===== src/rtl/gpx_pkg.sv =====
// Shared types for the GPIO expander register bank.
// Assumes a fixed map of four registers addressed by a 2-bit index.
package gpx_pkg;
    localparam int unsigned IDX_W = 2;

    typedef enum logic [IDX_W-1:0] {
        IDX_IN  = 2'd0,
        IDX_OUT = 2'd1,
        IDX_POL = 2'd2,
        IDX_DIR = 2'd3
    } gpx_idx_e;
endpackage


===== src/rtl/gpx_in_sync.sv =====
// Multi-stage synchronizer for the raw pin levels.
// Assumes each bit is independent. No bus coherency is claimed.
module gpx_in_sync #(
    parameter int unsigned WIDTH  = 8,
    parameter int unsigned STAGES = 2
) (
    input  logic             clk,
    input  logic             rst_n,
    input  logic [WIDTH-1:0] raw_i,
    output logic [WIDTH-1:0] sync_o
);
    logic [WIDTH-1:0] stg_q [STAGES];

    // Shift the pin levels through the synchronizer chain.
    always_ff @(posedge clk) begin
        if (!rst_n) begin
            for (int s = 0; s < STAGES; s++) stg_q[s] <= '0;
        end else begin
            stg_q[0] <= raw_i;
            for (int s = 1; s < STAGES; s++) stg_q[s] <= stg_q[s-1];
        end
    end

    assign sync_o = stg_q[STAGES-1];
endmodule


===== src/rtl/gpx_cfg_regs.sv =====
// Output latch, polarity mask and direction mask with their write decode.
// Assumes one write per cycle. A write to the input index is discarded.
module gpx_cfg_regs
    import gpx_pkg::*;
#(
    parameter int unsigned     WIDTH   = 8,
    parameter logic [WIDTH-1:0] OUT_RST = '0,
    parameter logic [WIDTH-1:0] POL_RST = 8'hF0,
    parameter logic [WIDTH-1:0] DIR_RST = '1
) (
    input  logic             clk,
    input  logic             rst_n,
    input  logic [IDX_W-1:0] idx_i,
    input  logic             wr_en_i,
    input  logic [WIDTH-1:0] wr_data_i,
    output logic [WIDTH-1:0] out_q,
    output logic [WIDTH-1:0] pol_q,
    output logic [WIDTH-1:0] dir_q
);
    // Load defaults in reset, otherwise update only the addressed register.
    always_ff @(posedge clk) begin
        if (!rst_n) begin
            out_q <= OUT_RST;
            pol_q <= POL_RST;
            dir_q <= DIR_RST;
        end else if (wr_en_i) begin
            unique case (gpx_idx_e'(idx_i))
                IDX_OUT: out_q <= wr_data_i;
                IDX_POL: pol_q <= wr_data_i;
                IDX_DIR: dir_q <= wr_data_i;
                default: ;
            endcase
        end
    end


    in_write_ignored_chk: assert property (@(posedge clk) disable iff (!rst_n)
        (wr_en_i && idx_i == IDX_IN) |=> ($stable(out_q) && $stable(pol_q) && $stable(dir_q)));


    out_write_lands_chk: assert property (@(posedge clk) disable iff (!rst_n)
        (wr_en_i && idx_i == IDX_OUT) |=> (out_q == $past(wr_data_i)));


    dir_write_lands_chk: assert property (@(posedge clk) disable iff (!rst_n)
        (wr_en_i && idx_i == IDX_DIR) |=> (dir_q == $past(wr_data_i)));
endmodule


===== src/rtl/gpx_pad_ctrl.sv =====
// Per-pin driver control. Bits set in OD_MASK are open drain and only
// pull low. The other pins are push-pull. Purely combinational.
module gpx_pad_ctrl #(
    parameter int unsigned      WIDTH   = 8,
    parameter logic [WIDTH-1:0] OD_MASK = 8'h01
) (
    input  logic [WIDTH-1:0] out_i,
    input  logic [WIDTH-1:0] dir_i,
    output logic [WIDTH-1:0] pad_out_o,
    output logic [WIDTH-1:0] pad_oe_o
);
    for (genvar p = 0; p < WIDTH; p++) begin : g_pin
        if (OD_MASK[p]) begin : g_od
            // Open drain: drive a low only when the pin is an output holding 0.
            assign pad_out_o[p] = 1'b0;
            assign pad_oe_o[p]  = ~dir_i[p] & ~out_i[p];
        end else begin : g_pp
            // Push-pull: drive the latch value whenever the pin is an output.
            assign pad_out_o[p] = out_i[p];
            assign pad_oe_o[p]  = ~dir_i[p];
        end
    end
endmodule


===== src/rtl/gpio_expander_regs.sv =====
// Register bank of an 8-pin port expander. It synchronizes the pins,
// captures them on a sample strobe, applies polarity to the input view of
// input pins, and drives the pad enables. Assumes the bus controller
// strobes sample_strobe before it reads index 0.
module gpio_expander_regs
    import gpx_pkg::*;
#(
    parameter int unsigned      WIDTH       = 8,
    parameter int unsigned      SYNC_STAGES = 2,
    parameter logic [WIDTH-1:0] OUT_RST     = '0,
    parameter logic [WIDTH-1:0] POL_RST     = 8'hF0,
    parameter logic [WIDTH-1:0] DIR_RST     = '1,
    parameter logic [WIDTH-1:0] OD_MASK     = 8'h01
) (
    input  logic             clk,
    input  logic             rst_n,
    input  logic [1:0]       reg_idx,
    input  logic             wr_en,
    input  logic [WIDTH-1:0] wr_data,
    output logic [WIDTH-1:0] rd_data,
    input  logic             sample_strobe,
    input  logic [WIDTH-1:0] pin_in,
    output logic [WIDTH-1:0] pad_out,
    output logic [WIDTH-1:0] pad_oe
);
    logic [WIDTH-1:0] pin_sync;
    logic [WIDTH-1:0] in_cap_q;
    logic [WIDTH-1:0] out_q, pol_q, dir_q;

    gpx_in_sync #(.WIDTH(WIDTH), .STAGES(SYNC_STAGES)) sync_i (
        .clk(clk), .rst_n(rst_n), .raw_i(pin_in), .sync_o(pin_sync)
    );

    gpx_cfg_regs #(.WIDTH(WIDTH), .OUT_RST(OUT_RST), .POL_RST(POL_RST), .DIR_RST(DIR_RST)) cfg_i (
        .clk(clk), .rst_n(rst_n), .idx_i(reg_idx), .wr_en_i(wr_en), .wr_data_i(wr_data),
        .out_q(out_q), .pol_q(pol_q), .dir_q(dir_q)
    );

    gpx_pad_ctrl #(.WIDTH(WIDTH), .OD_MASK(OD_MASK)) pad_i (
        .out_i(out_q), .dir_i(dir_q), .pad_out_o(pad_out), .pad_oe_o(pad_oe)
    );

    // Capture the synchronized pins so a read stays stable.
    always_ff @(posedge clk) begin
        if (!rst_n)             in_cap_q <= '0;
        else if (sample_strobe) in_cap_q <= pin_sync;
    end

    // Read mux. Polarity affects only the input view of input pins.
    always_comb begin
        unique case (gpx_idx_e'(reg_idx))
            IDX_IN:  rd_data = in_cap_q ^ (pol_q & dir_q);
            IDX_OUT: rd_data = out_q;
            IDX_POL: rd_data = pol_q;
            default: rd_data = dir_q;
        endcase
    end


    cap_hold_chk: assert property (@(posedge clk) disable iff (!rst_n)
        !sample_strobe |=> $stable(in_cap_q));


    od_release_chk: assert property (@(posedge clk) disable iff (!rst_n)
        (wr_en && reg_idx == IDX_OUT && wr_data[0]) |=> !pad_oe[0]);
endmodule


===== config.mk =====
export PLATFORM = sky130hd
export DESIGN_NAME = gpio_expander_regs
export DESIGN_NICKNAME = d
export VERILOG_FILES = /design/src/rtl/gpx_pkg.sv /design/src/rtl/gpx_in_sync.sv /design/src/rtl/gpx_cfg_regs.sv /design/src/rtl/gpx_pad_ctrl.sv /design/src/rtl/gpio_expander_regs.sv
export SDC_FILE = /design/constraint.sdc
export NUM_CORES = 1
export LEC_CHECK = 0
export ABC_AREA = 1
export ABC_CLOCK_PERIOD_IN_PS = 800
export CAP_MARGIN = 20
export CORE_UTILIZATION = 55
export CTS_BUF_LIST = sky130_fd_sc_hd__clkbuf_8
export DETAILED_ROUTE_END_ITERATION = 10
export DONT_BUFFER_PORTS = 1
export PLACE_DENSITY = 0.73
export SKIP_LAST_GASP = 1
export SYNTH_ARGS = -nofsm -noshare
export SYNTH_HDL_FRONTEND = slang
export SYNTH_SLANG_ARGS = --single-unit

===== constraint.sdc =====
create_clock -name clk -period 0.8 [get_ports clk]
set_input_delay 0.08 -clock clk [delete_from_list [all_inputs] [get_ports clk]]
set_output_delay 0.08 -clock clk [all_outputs]
set_load 0.005 [all_outputs]

==> reports/metrics.yaml, run 1 <==
outcome:
  outcome: "finished, violations left"
  violations: "hold timing, setup timing"
timing:
  final_hold_slack_ns: -0.141
  layout_worst_path_cycle_share: 1.31
  timing.final.max_slew_violations: 0
  clock.fmax_mhz: 955
  finalCriticalPeriod_ns: 1.05
  report.final.hold_viol_count: 43
  worst_slack_ns: -0.247
  fin_tns_setup_ns: -2.96
  finalClockSkew_ns: 0.00257
  setup-violations-final: 23
  grt_setup_unrepaired: "true"
worst_setup_path:
  critPathRequiredTime_ns: 0.72
  timing.critical_path.slowest_cell_delay_ns: 0.38
  critical_path_type: "register to primary output"
  crit_path_end_kind: "primary output"
  ff2ff_setup_slack_ns: 0.04
  crit_fanout: 3
  worstSetupStartpointType: "register"
  timing.critical_path.arrival_ns: 0.97
  slowest_stage: "sky130_fd_sc_hd__dfxtp_2"
  crit_path_cell_trace: "nand3_1, nand2_1, inv_1, nand3_2"
  worstReg2RegStart: "cfg_i.out_q[2]$_SDFFE_PN0P_"
  crit_start: "cfg_i.out_q[0]$_SDFFE_PN0P_"
cts:
  numCtsBuffers: 5
  clkTransAtPathRegs_ns: 0.08
  ctsLongestPathBuffers: 2
  cts-htree-levels: 2
  cts_root_buffer: "sky130_fd_sc_hd__clkbuf_8"
  clk-insertion-delay-late_ns: 0.30
  cts_tree: "done"
  cts_hold_buf: 8
  clock-sinks: 48
routing:
  drc: 0
  dr_total_vias: 1962
  routedLengthMet1_mm: 1.99
  total_routed_length_mm: 5.02
  drt.antenna.violating_nets: 0
  dr.pass1.iters: 4
  post_drt_via_cell_ratio: 5.07
  routed-wl-met3_um: 347
  top_layer: "met4"
  route.met2.wl_mm: 2.57
  starting_drc_count_in_detailed_routing: 87
  detail_route.wl_per_cell_um: 13.0
global_route:
  overflow: 0
  grt_first_pass_wirelength_mm: 7.76
  groute.usage.overall: 0.248
  antenna_violations_before_repair: 0
  first_global_vias: 1741
  grt_start_max_net_pins: 49
synth:
  avgSynthCellArea_um2: 6.85
  syn-cell-area_mm2: 0.00219
  synth.top_cell.area_share: 0.440
  synth_edf_count: 0
  ys_dominant_reg_cell: "sky130_fd_sc_hd__dfxtp_1"
  yosysWarnings: 0
  synth_cell_types: 20
  yosys_register_bits: 48
  synth.cells.most_frequent: "sky130_fd_sc_hd__nand2_1 (91), sky130_fd_sc_hd__nand3_1 (56), sky130_fd_sc_hd__inv_1 (53), sky130_fd_sc_hd__dfxtp_1 (48), sky130_fd_sc_hd__nor2_1 (26)"
  synth_nets: 341
  count_leader_synth: "sky130_fd_sc_hd__nand2_1"
  async_flop_share: 0
  synth_seq_area_share: 0.440
  synth_largest_area_cell: "sky130_fd_sc_hd__dfxtp_1"
  post_synth_main_area_contributors: "sky130_fd_sc_hd__dfxtp_1 (44%), sky130_fd_sc_hd__nand2_1 (16%), sky130_fd_sc_hd__nand3_1 (13%)"
  netlist_instances: 319
placement:
  place_congestion: 0.810
  placed_cells: 363
  place_hpwl_mm: 3.13
  port_buffers: 0
power_and_ir_drop:
  irDropWorstVdd_mv: 1.33
  power.combinational.fraction: 0.136
  clockPowerShare: 0.316
  power.leakage_nw: 1.43
  p_sw_frac: 0.260
  power_density_mw_per_mm2: 1740
  power.net_switching_mw: 1.24
  seqPwrFrac: 0.548
  cell_internal_pwr_mw: 3.52
final_layout:
  synthToLayoutAreaGrowth_pct: 25.0
  final_cells: 387
  design.final.nets: 360
  layout.filler_cells: 320
  antenna-diode-count: 0
  post_route_cells_drive_above_1_share: 0.330
floorplanning:
  io_pins: 46
  die_w_um: 65.0
  coreArea_mm2: 0.00374
  row_count: 22
  start_util: 0.584
  fp.dieH_um: 65.0
  die_area_mm2: 0.00423
min_path:
  min-delay-path-class: "input pin to register"
  worstHoldStart: "rst_n"
run:
  max_cap_violations: 0
## repair_timing
action / 4_1_cts / 5_1_grt
pin swaps: 16 / 20
cloned: 0 / 0
setup endpoints to repair: 23 / 24
setup buffers: 7 / 1
resized for setup: 57 / 40
hold endpoints to repair: 48 / 43
## worst max-delay path, delay by kind of cell, from the launching register on
kind | cells | cell delay [ns]
buffers and inverters | 1 | 0.05
DFF | 1 | 0.38
and+or+nand+nor | 3 | 0.24
## state kept, by name (all words and copies together) (netlist names)
signal,cells
cfg_i.pol_q,8
sync_i.stg_q,16
in_cap_q,8
cfg_i.dir_q,8
cfg_i.out_q,8
## metrics by stage
stage / total power [mW] / utilization / setup WS [ns] / area (um^2)
5_1_grt: 4.98 / 0.730 / -0.313 / 2730
6_report: 4.76 / 0.730 / -0.247 / 2730
3_5_place_dp: 3.13 / 0.598 / 0.0235 / 2240
4_1_cts: 4.75 / 0.696 / -0.236 / 2610
2_1_floorplan: 3.06 / - / 0.0751 / 2190
3_3_place_gp: 3.11 / 0.598 / 0.0358 / 2240
## worst paths after layout
path / endpoint / cells past startpoint
min: cfg_i.dir_q[3]$_SDFFE_PN1P_ / 1
max reg2reg: cfg_i.out_q[2]$_SDFFE_PN0P_ / 5
min reg2reg: sync_i.stg_q[1][2]$_SDFF_PN0_ / 2
max: rd_data[0] / 4
## power by group through the flow
stage | Clock (mW) | Sequential [mW] | Combinational [mW]
after floorplan | 0 | 2.63 | 0.431
after global placement | 0 | 2.65 | 0.466
after detailed placement | 0 | 2.65 | 0.480
after CTS | 1.55 | 2.61 | 0.593
after global routing | 1.63 | 2.62 | 0.723
final | 1.50 | 2.61 | 0.648
## placed cells by master (no fill, tap or decap)
cell type,instances
sky130_fd_sc_hd__nand2_1,79
sky130_fd_sc_hd__inv_1,42
sky130_fd_sc_hd__nand3_1,34
sky130_fd_sc_hd__nor2_1,25
sky130_fd_sc_hd__nand3_2,23
sky130_fd_sc_hd__dfxtp_1,22
sky130_fd_sc_hd__dfxtp_2,17
sky130_fd_sc_hd__nand2_2,14
sky130_fd_sc_hd__buf_6,14
sky130_fd_sc_hd__inv_2,13
sky130_fd_sc_hd__dfxtp_4,9
sky130_fd_sc_hd__o21ai_0,8
sky130_fd_sc_hd__a21oi_1,8
sky130_fd_sc_hd__dlygate4sd3_1,8
sky130_fd_sc_hd__clkbuf_8,6
sky130_fd_sc_hd__buf_4,6
sky130_fd_sc_hd__inv_4,2
sky130_fd_sc_hd__buf_12,2
sky130_fd_sc_hd__nor2_2,1
sky130_fd_sc_hd__nor2_4,1
sky130_fd_sc_hd__nor2_8,1
sky130_fd_sc_hd__nand3_4,1
sky130_fd_sc_hd__conb_1,1
sky130_fd_sc_hd__clkinv_2,1
sky130_fd_sc_hd__inv_6,1
## routing by layer
metal | vias up | track usage
li1 | 1001 | -
met1 | 897 | 0.269
met2 | 54 | 0.426
met3 | 10 | 0.0845
met4 | 0 | 0.122
met5 | - | 0
## logic make-up after synthesis
kind of cell | synth area share
compound gates | 0.0366
other cells | 0.00172
buf+inv | 0.163
flops | 0.440
simple gates | 0.359
## final cells by class
type	instances	area [um^2]	share of cell area
Sequential cell	48	1020	0.372
Tap cell	48	60.1	0.0220
Clock buffer	6	82.6	0.0302
Clock inverter	2	13.8	0.00504
Multi-Input combinational cell	196	1020	0.372
Inverter	57	219	0.0802
Timing Repair Buffer	30	323	0.118
(Power assumes the default switching activity.)
==> run 2: changes to the inputs <==
--- a/config.mk
+++ b/config.mk
@@ -12,7 +12,9 @@
 export CTS_BUF_LIST = sky130_fd_sc_hd__clkbuf_8
 export DETAILED_ROUTE_END_ITERATION = 10
 export DONT_BUFFER_PORTS = 1
+export MAX_ROUTING_LAYER = met4
 export PLACE_DENSITY = 0.73
+export REMOVE_ABC_BUFFERS = 1
 export SKIP_LAST_GASP = 1
 export SYNTH_ARGS = -nofsm -noshare
 export SYNTH_HDL_FRONTEND = slang
==> run 2 against run 1 <==
  * The flow still finishes with violations (hold timing, setup timing)
  * Clock skew is essentially flat
  * Utilization shrank 0.77 points
  * Wire length decreased by 4.5%
  * First-iteration DRC count up 82%
  * Sequential share of layout area grew 0.35 points
  * Combinational power shrank 4.8%
  * Critical endpoint is now rd_data[4]
  * Largest cell class is now flip-flops and latches
==> reports/metrics.yaml, run 2 (synthesized netlist as in run 1, its figures left out) <==
outcome:
  outcome: "finished, violations left"
  violations: "hold timing, setup timing"
floorplanning:
  row_count: 22
  start_util: 0.584
  die_area_mm2: 0.00423
  io_pins: 46
  fp.dieH_um: 65.0
  coreArea_mm2: 0.00374
  die_w_um: 65.0
timing:
  grt_setup_unrepaired: "true"
  finalCriticalPeriod_ns: 1.04
  clock.fmax_mhz: 966
  layout_worst_path_cycle_share: 1.29
  report.final.hold_viol_count: 44
  final_hold_slack_ns: -0.128
  finalClockSkew_ns: 0.00275
  timing.final.max_slew_violations: 0
  worst_slack_ns: -0.235
  setup-violations-final: 22
global_route:
  overflow: 0
  first_global_vias: 1773
  grt_first_pass_wirelength_mm: 7.76
  groute.usage.overall: 0.246
  antenna_violations_before_repair: 0
  grt_start_max_net_pins: 49
routing:
  post_drt_via_cell_ratio: 4.95
  drt.antenna.violating_nets: 0
  dr.pass1.iters: 4
  detail_route.wl_per_cell_um: 12.4
  starting_drc_count_in_detailed_routing: 158
  drc: 0
  dr_total_vias: 1914
  total_routed_length_mm: 4.79
worst_setup_path:
  critical_path_type: "register to primary output"
  critPathRequiredTime_ns: 0.72
  worstReg2RegStart: "cfg_i.out_q[7]$_SDFFE_PN0P_"
  crit_fanout: 5
  crit_start: "cfg_i.dir_q[4]$_SDFFE_PN1P_"
  crit_path_cell_trace: "nand2_2, nand2_2, nand3_2, nand3_2"
  timing.critical_path.arrival_ns: 0.96
  crit_path_end_kind: "primary output"
  ff2ff_path_depth: 6
  worstSetupStartpointType: "register"
  timing.critical_path.slowest_cell_delay_ns: 0.38
  slowest_stage: "sky130_fd_sc_hd__dfxtp_4"
power_and_ir_drop:
  power_density_mw_per_mm2: 1760
  power.leakage_nw: 1.44
  p_total_mw: 4.75
  irDropWorstVdd_mv: 1.15
final_layout:
  post_route_cells_drive_above_1_share: 0.301
  design.final.nets: 361
  largest_register_ff_count: 16
  registers.top_by_ff_count: "sync_i.stg_q"
  final_cells: 387
  synthToLayoutAreaGrowth_pct: 23.6
  antenna-diode-count: 0
  mostFrequentLayoutCell: "sky130_fd_sc_hd__nand2_1"
  layout.filler_cells: 338
  post-route-util: 0.722
  cell_area_after_layout_mm2: 0.00270
  most-common-layout-cells: "sky130_fd_sc_hd__nand2_1 (88), sky130_fd_sc_hd__inv_1 (44), sky130_fd_sc_hd__nand3_1 (32)"
run:
  max_cap_violations: 0
placement:
  place_hpwl_mm: 2.99
  placed_cells: 366
  place_area_mm2: 0.00225
  port_buffers: 0
  place_congestion: 0.794
cts:
  clk-insertion-delay-late_ns: 0.29
  cts_hold_buf: 8
  cts_root_buffer: "sky130_fd_sc_hd__clkbuf_8"
  cts_tree: "done"
  cts-htree-levels: 2
  clock-sinks: 48
  ctsLongestPathBuffers: 2
  clkTransAtPathRegs_ns: 0.08
  numCtsBuffers: 5
min_path:
  min_path_cells: 1
  min-delay-path-class: "input pin to register"
  worstHoldStart: "rst_n"
==> run 2: cell count changes in the layout (fill, tap and decap cells not counted), moves of 2 or more <==
cell	change
sky130_fd_sc_hd__nand2_1	+9
sky130_fd_sc_hd__nand3_1	-2
sky130_fd_sc_hd__buf_6	-2
sky130_fd_sc_hd__nand3_2	+2
sky130_fd_sc_hd__buf_4	+4
sky130_fd_sc_hd__inv_1	+2
sky130_fd_sc_hd__nand2_2	-9
==> run 2: power breakdown <==
group | total [mW] | switching, mW | internal, mW
registers | 2.61 | 0.0972 | 2.51
logic | 0.617 | 0.323 | 0.294
clock network | 1.53 | 0.762 | 0.770
total | 4.75 | 1.18 | 3.57
==> run 2: path summary, 6_finish.rpt <==
| check | slack, ns | to |
|---|---|---|
| setup reg to reg | -0.04 | cfg_i.out_q[7]$_SDFFE_PN0P_ |
| hold / removal | -0.13 | cfg_i.dir_q[1]$_SDFFE_PN1P_ |
| hold reg to reg | 0.41 | sync_i.stg_q[1][4]$_SDFF_PN0_ |
| setup / recovery | -0.24 | rd_data[4] |
==> run 2: metrics by stage <==
| step | setup WS, ns | setup TNS, ns |
|---|---|---|
| finish | -0.235 | -2.43 |
| global route | -0.276 | -3.09 |
| CTS | -0.206 | -2.39 |
| detailed placement | 0.0350 | 0 |
| global placement | 0.0523 | 0 |
| floorplan | 0.110 | 0 |
==> run 2: worst max-delay path, delay by kind of cell, from the launching register on <==
family        cells  cell delay [ns]
flops             1             0.38
simple gates      4             0.28
==> run 2: per-layer routing <==
| layer | GRT usage | part of all wire |
|---|---|---|
| met2 | 0.402 | 0.47 |
| met5 | - | 0 |
| met1 | 0.301 | 0.44 |
| met3 | 0.0458 | 0.072 |
| met4 | 0.0924 | 0.016 |
==> run 2: timing repair <==
item / 4_1_cts / 5_1_grt
gates resized for setup: 45 / 40
cloned: 0 / 0
endpoints found under the hold margin: 48 / 44
endpoints found under the setup margin: 23 / 24
pin swaps: 16 / 17
buffers inserted: 5 / 2
==> run 2: final cells by class <==
type / count / area, um^2 / area share
multi-input cells: 196 / 1000 / 0.372
repair buffers: 31 / 310 / 0.115
flip-flops and latches: 48 / 1010 / 0.375
clock buffers: 7 / 96.3 / 0.0356
inverters: 57 / 216 / 0.0801
well taps: 48 / 60.1 / 0.0222
==> run 3: changes to the inputs <==
--- a/config.mk
+++ b/config.mk
@@ -18,4 +18,5 @@
 export SKIP_LAST_GASP = 1
 export SYNTH_ARGS = -nofsm -noshare
 export SYNTH_HDL_FRONTEND = slang
+export SYNTH_HIERARCHICAL = 1
 export SYNTH_SLANG_ARGS = --single-unit
==> run 3 against run 2 <==
  * The flow still finishes with violations (hold timing, setup timing)
  * Clock skew down 0.0010 ns
  * Utilization down 5.4 points
  * First-iteration DRC count down 19%
  * Count of clock-buffer cells in the layout down 1
  * Highest routed layer unchanged
  * Global-route usage down 0.11 points
  * Synthesized cell count up 2.8%
  * Wire length up 5.2%
  * Via count up 0.84%
  * Combinational power up 2%
  * Critical path depth unchanged
  * Non-clock buffer count down 4
  * Cell area up 1.7%
==> reports/metrics.yaml, run 3 <==
power_and_ir_drop:
  power_density_mw_per_mm2: 1710
  p_total_mw: 4.70
  power.leakage_nw: 1.42
  irDropWorstVdd_mv: 1.22
outcome:
  violations: "hold timing, setup timing"
  outcome: "finished, violations left"
final_layout:
  post_route_cells_drive_above_1_share: 0.381
  antenna-diode-count: 0
  registers.top_by_ff_count: "sync_i/stg_q"
  largest_register_ff_count: 16
  design.final.nets: 357
  synthToLayoutAreaGrowth_pct: 13.3
  mostFrequentLayoutCell: "sky130_fd_sc_hd__nand2_1"
  most-common-layout-cells: "sky130_fd_sc_hd__nand2_1 (70), sky130_fd_sc_hd__inv_1 (36), sky130_fd_sc_hd__nand3_1 (28)"
timing:
  clock.fmax_mhz: 975
  grt_setup_unrepaired: "true"
  timing.final.max_slew_violations: 0
  setup-violations-final: 21
  report.final.hold_viol_count: 47
  worst_slack_ns: -0.226
  fin_tns_setup_ns: -2.73
  finalCriticalPeriod_ns: 1.03
  final_hold_slack_ns: -0.142
  finalClockSkew_ns: 0.00173
  layout_worst_path_cycle_share: 1.28
synth:
  post_synth_main_area_contributors: "sky130_fd_sc_hd__dfxtp_1 (40%), sky130_fd_sc_hd__nand2_1 (12%), sky130_fd_sc_hd__nand3_1 (7.4%)"
  netlist_instances: 328
  synth_fa_ha_area_frac: 0
  synth_seq_area_share: 0.396
  synth_edf_count: 0
  synth_largest_area_cell: "sky130_fd_sc_hd__dfxtp_1"
  yosys.area_share.simple: 0.372
  yosysWarnings: 6
  synth.area.mux_share: 0
  yosys_register_bits: 48
  synth.cells.most_frequent: "sky130_fd_sc_hd__nand2_1 (77), sky130_fd_sc_hd__dfxtp_1 (48), sky130_fd_sc_hd__inv_1 (43), sky130_fd_sc_hd__nand3_1 (36), sky130_fd_sc_hd__nor2_1 (25)"
  synth_top_family_by_area: "simple AND/OR/NAND/NOR gates"
  count_leader_synth: "sky130_fd_sc_hd__nand2_1"
  async_flop_share: 0
  ys_dominant_reg_cell: "sky130_fd_sc_hd__dfxtp_1"
  synth.top_cell.area_share: 0.396
  synth_compound_area_frac: 0.0330
  syn-cell-area_mm2: 0.00242
  avgSynthCellArea_um2: 7.39
  synth_xor_area_frac: 0
  synth_cell_types: 26
worst_setup_path:
  timing.critical_path.arrival_ns: 0.95
  crit_fanout: 2
  worstSetupStartpointType: "register"
  critical_path_type: "register to primary output"
  crit_path_end_kind: "primary output"
  critPathRequiredTime_ns: 0.72
  ff2ff_path_depth: 4
routing:
  total_routed_length_mm: 5.04
  drt.antenna.violating_nets: 0
  dr.pass1.iters: 4
  detail_route.wl_per_cell_um: 13.1
  drc: 0
  post_drt_via_cell_ratio: 5.00
  starting_drc_count_in_detailed_routing: 128
  dr_total_vias: 1930
cts:
  cts_hold_buf: 8
  numCtsBuffers: 5
  cts_root_buffer: "sky130_fd_sc_hd__clkbuf_8"
  clk-insertion-delay-late_ns: 0.30
  clock-sinks: 48
  clkTransAtPathRegs_ns: 0.08
  ctsLongestPathBuffers: 2
  cts_tree: "done"
  cts-htree-levels: 2
floorplanning:
  die_area_mm2: 0.00468
  fp.dieH_um: 68.4
  die_w_um: 68.4
  start_util: 0.589
  row_count: 23
  io_pins: 46
  coreArea_mm2: 0.00412
global_route:
  overflow: 0
  grt_start_max_net_pins: 49
  groute.usage.overall: 0.245
  antenna_violations_before_repair: 0
  first_global_vias: 1809
  grt_first_pass_wirelength_mm: 8.10
placement:
  place_congestion: 0.758
  place_hpwl_mm: 3.18
  place_worst_setup_slack_ns: 0.0369
  port_buffers: 0
min_path:
  min_path_cells: 1
  min-delay-path-class: "input pin to register"
run:
  max_cap_violations: 0
[run 3: cell count changes after synthesis, moves of 2 or more]
cell,change
sky130_fd_sc_hd__nand3_2,+17
sky130_fd_sc_hd__inv_1,-10
sky130_fd_sc_hd__nand4_1,+4
sky130_fd_sc_hd__o21ai_0,-2
sky130_fd_sc_hd__buf_4,+8
sky130_fd_sc_hd__nand2_2,+13
sky130_fd_sc_hd__buf_2,-3
sky130_fd_sc_hd__nand3_1,-20
sky130_fd_sc_hd__o21ai_1,+2
sky130_fd_sc_hd__buf_6,+3
sky130_fd_sc_hd__inv_2,+8
sky130_fd_sc_hd__nand2_1,-14
[run 3: logic make-up (layout without fill, tap and decap cells)]
kind of cell,Yosys count,count (layout)
other,1,1
AO/OA/AOI/OAI,16,16
buffers and inverters,85,93
AND/OR/NAND/NOR,178,178
flip-flops,48,48
[run 3: worst max-delay path, stage by stage, from the launching register on]
cell	delay (ns)
sky130_fd_sc_hd__dfxtp_1	0.34
sky130_fd_sc_hd__inv_1	0.06
sky130_fd_sc_hd__nand2_1	0.07
sky130_fd_sc_hd__nand3_1	0.08
sky130_fd_sc_hd__nand3_2	0.09
[run 3: timing repair]
action / in CTS / in global routing
gates cloned: 0 / 0
pin swaps: 11 / 9
endpoints found under the hold margin: 48 / 47
resized for setup: 46 / 29
endpoints found under the setup margin: 22 / 25
setup buffers: 10 / 1
[run 3: through the flow]
| step | utilization | cells | instance area [um^2] |
|---|---|---|---|
| finish | 0.668 | 386 | 2750 |
| CTS | 0.647 | 386 | 2660 |
| global placement | 0.565 | 360 | 2320 |
| floorplan | - | 301 | 2190 |
| detailed placement | 0.565 | 360 | 2320 |
| global route | 0.668 | 386 | 2750 |
[run 3: metal layers]
metal  track usage  vias up  part of all wire  wire length (um)
met1         0.318      867              0.45              2270
met3        0.0567        5             0.063               320
li1              -      999                 -                 -
met5             -        -                 0                 0
met2         0.381       59              0.48              2410
met4        0.0625        0            0.0095                48
[run 3: path summary, 6_finish.rpt]
path | from | to | slack [ns]
setup / recovery | in_cap_q[3]$_SDFFE_PN0P_ | rd_data[3] | -0.23
hold / removal | rst_n | cfg_i/dir_q[7]$_SDFFE_PN1P_ | -0.14
setup reg to reg | cfg_i/dir_q[0]$_SDFFE_PN1P_ | cfg_i/dir_q[0]$_SDFFE_PN1P_ | 0
hold reg to reg | sync_i/stg_q[0][1]$_SDFF_PN0_ | sync_i/stg_q[0][9]$_SDFF_PN0_ | 0.42
[run 3: area by class of cell]
type	count	area [um^2]
clock buffers	6	82.6
clock inverters	2	10.0
fillers	340	1370
inverters	58	249
multi-input cells	195	1060
flip-flops and latches	48	1010
well taps	50	62.6
repair buffers	27	268
[run 3: power by group]
group	internal (mW)	switching (mW)
Combinational	0.299	0.330
Clock	0.690	0.781
Sequential	2.51	0.0932
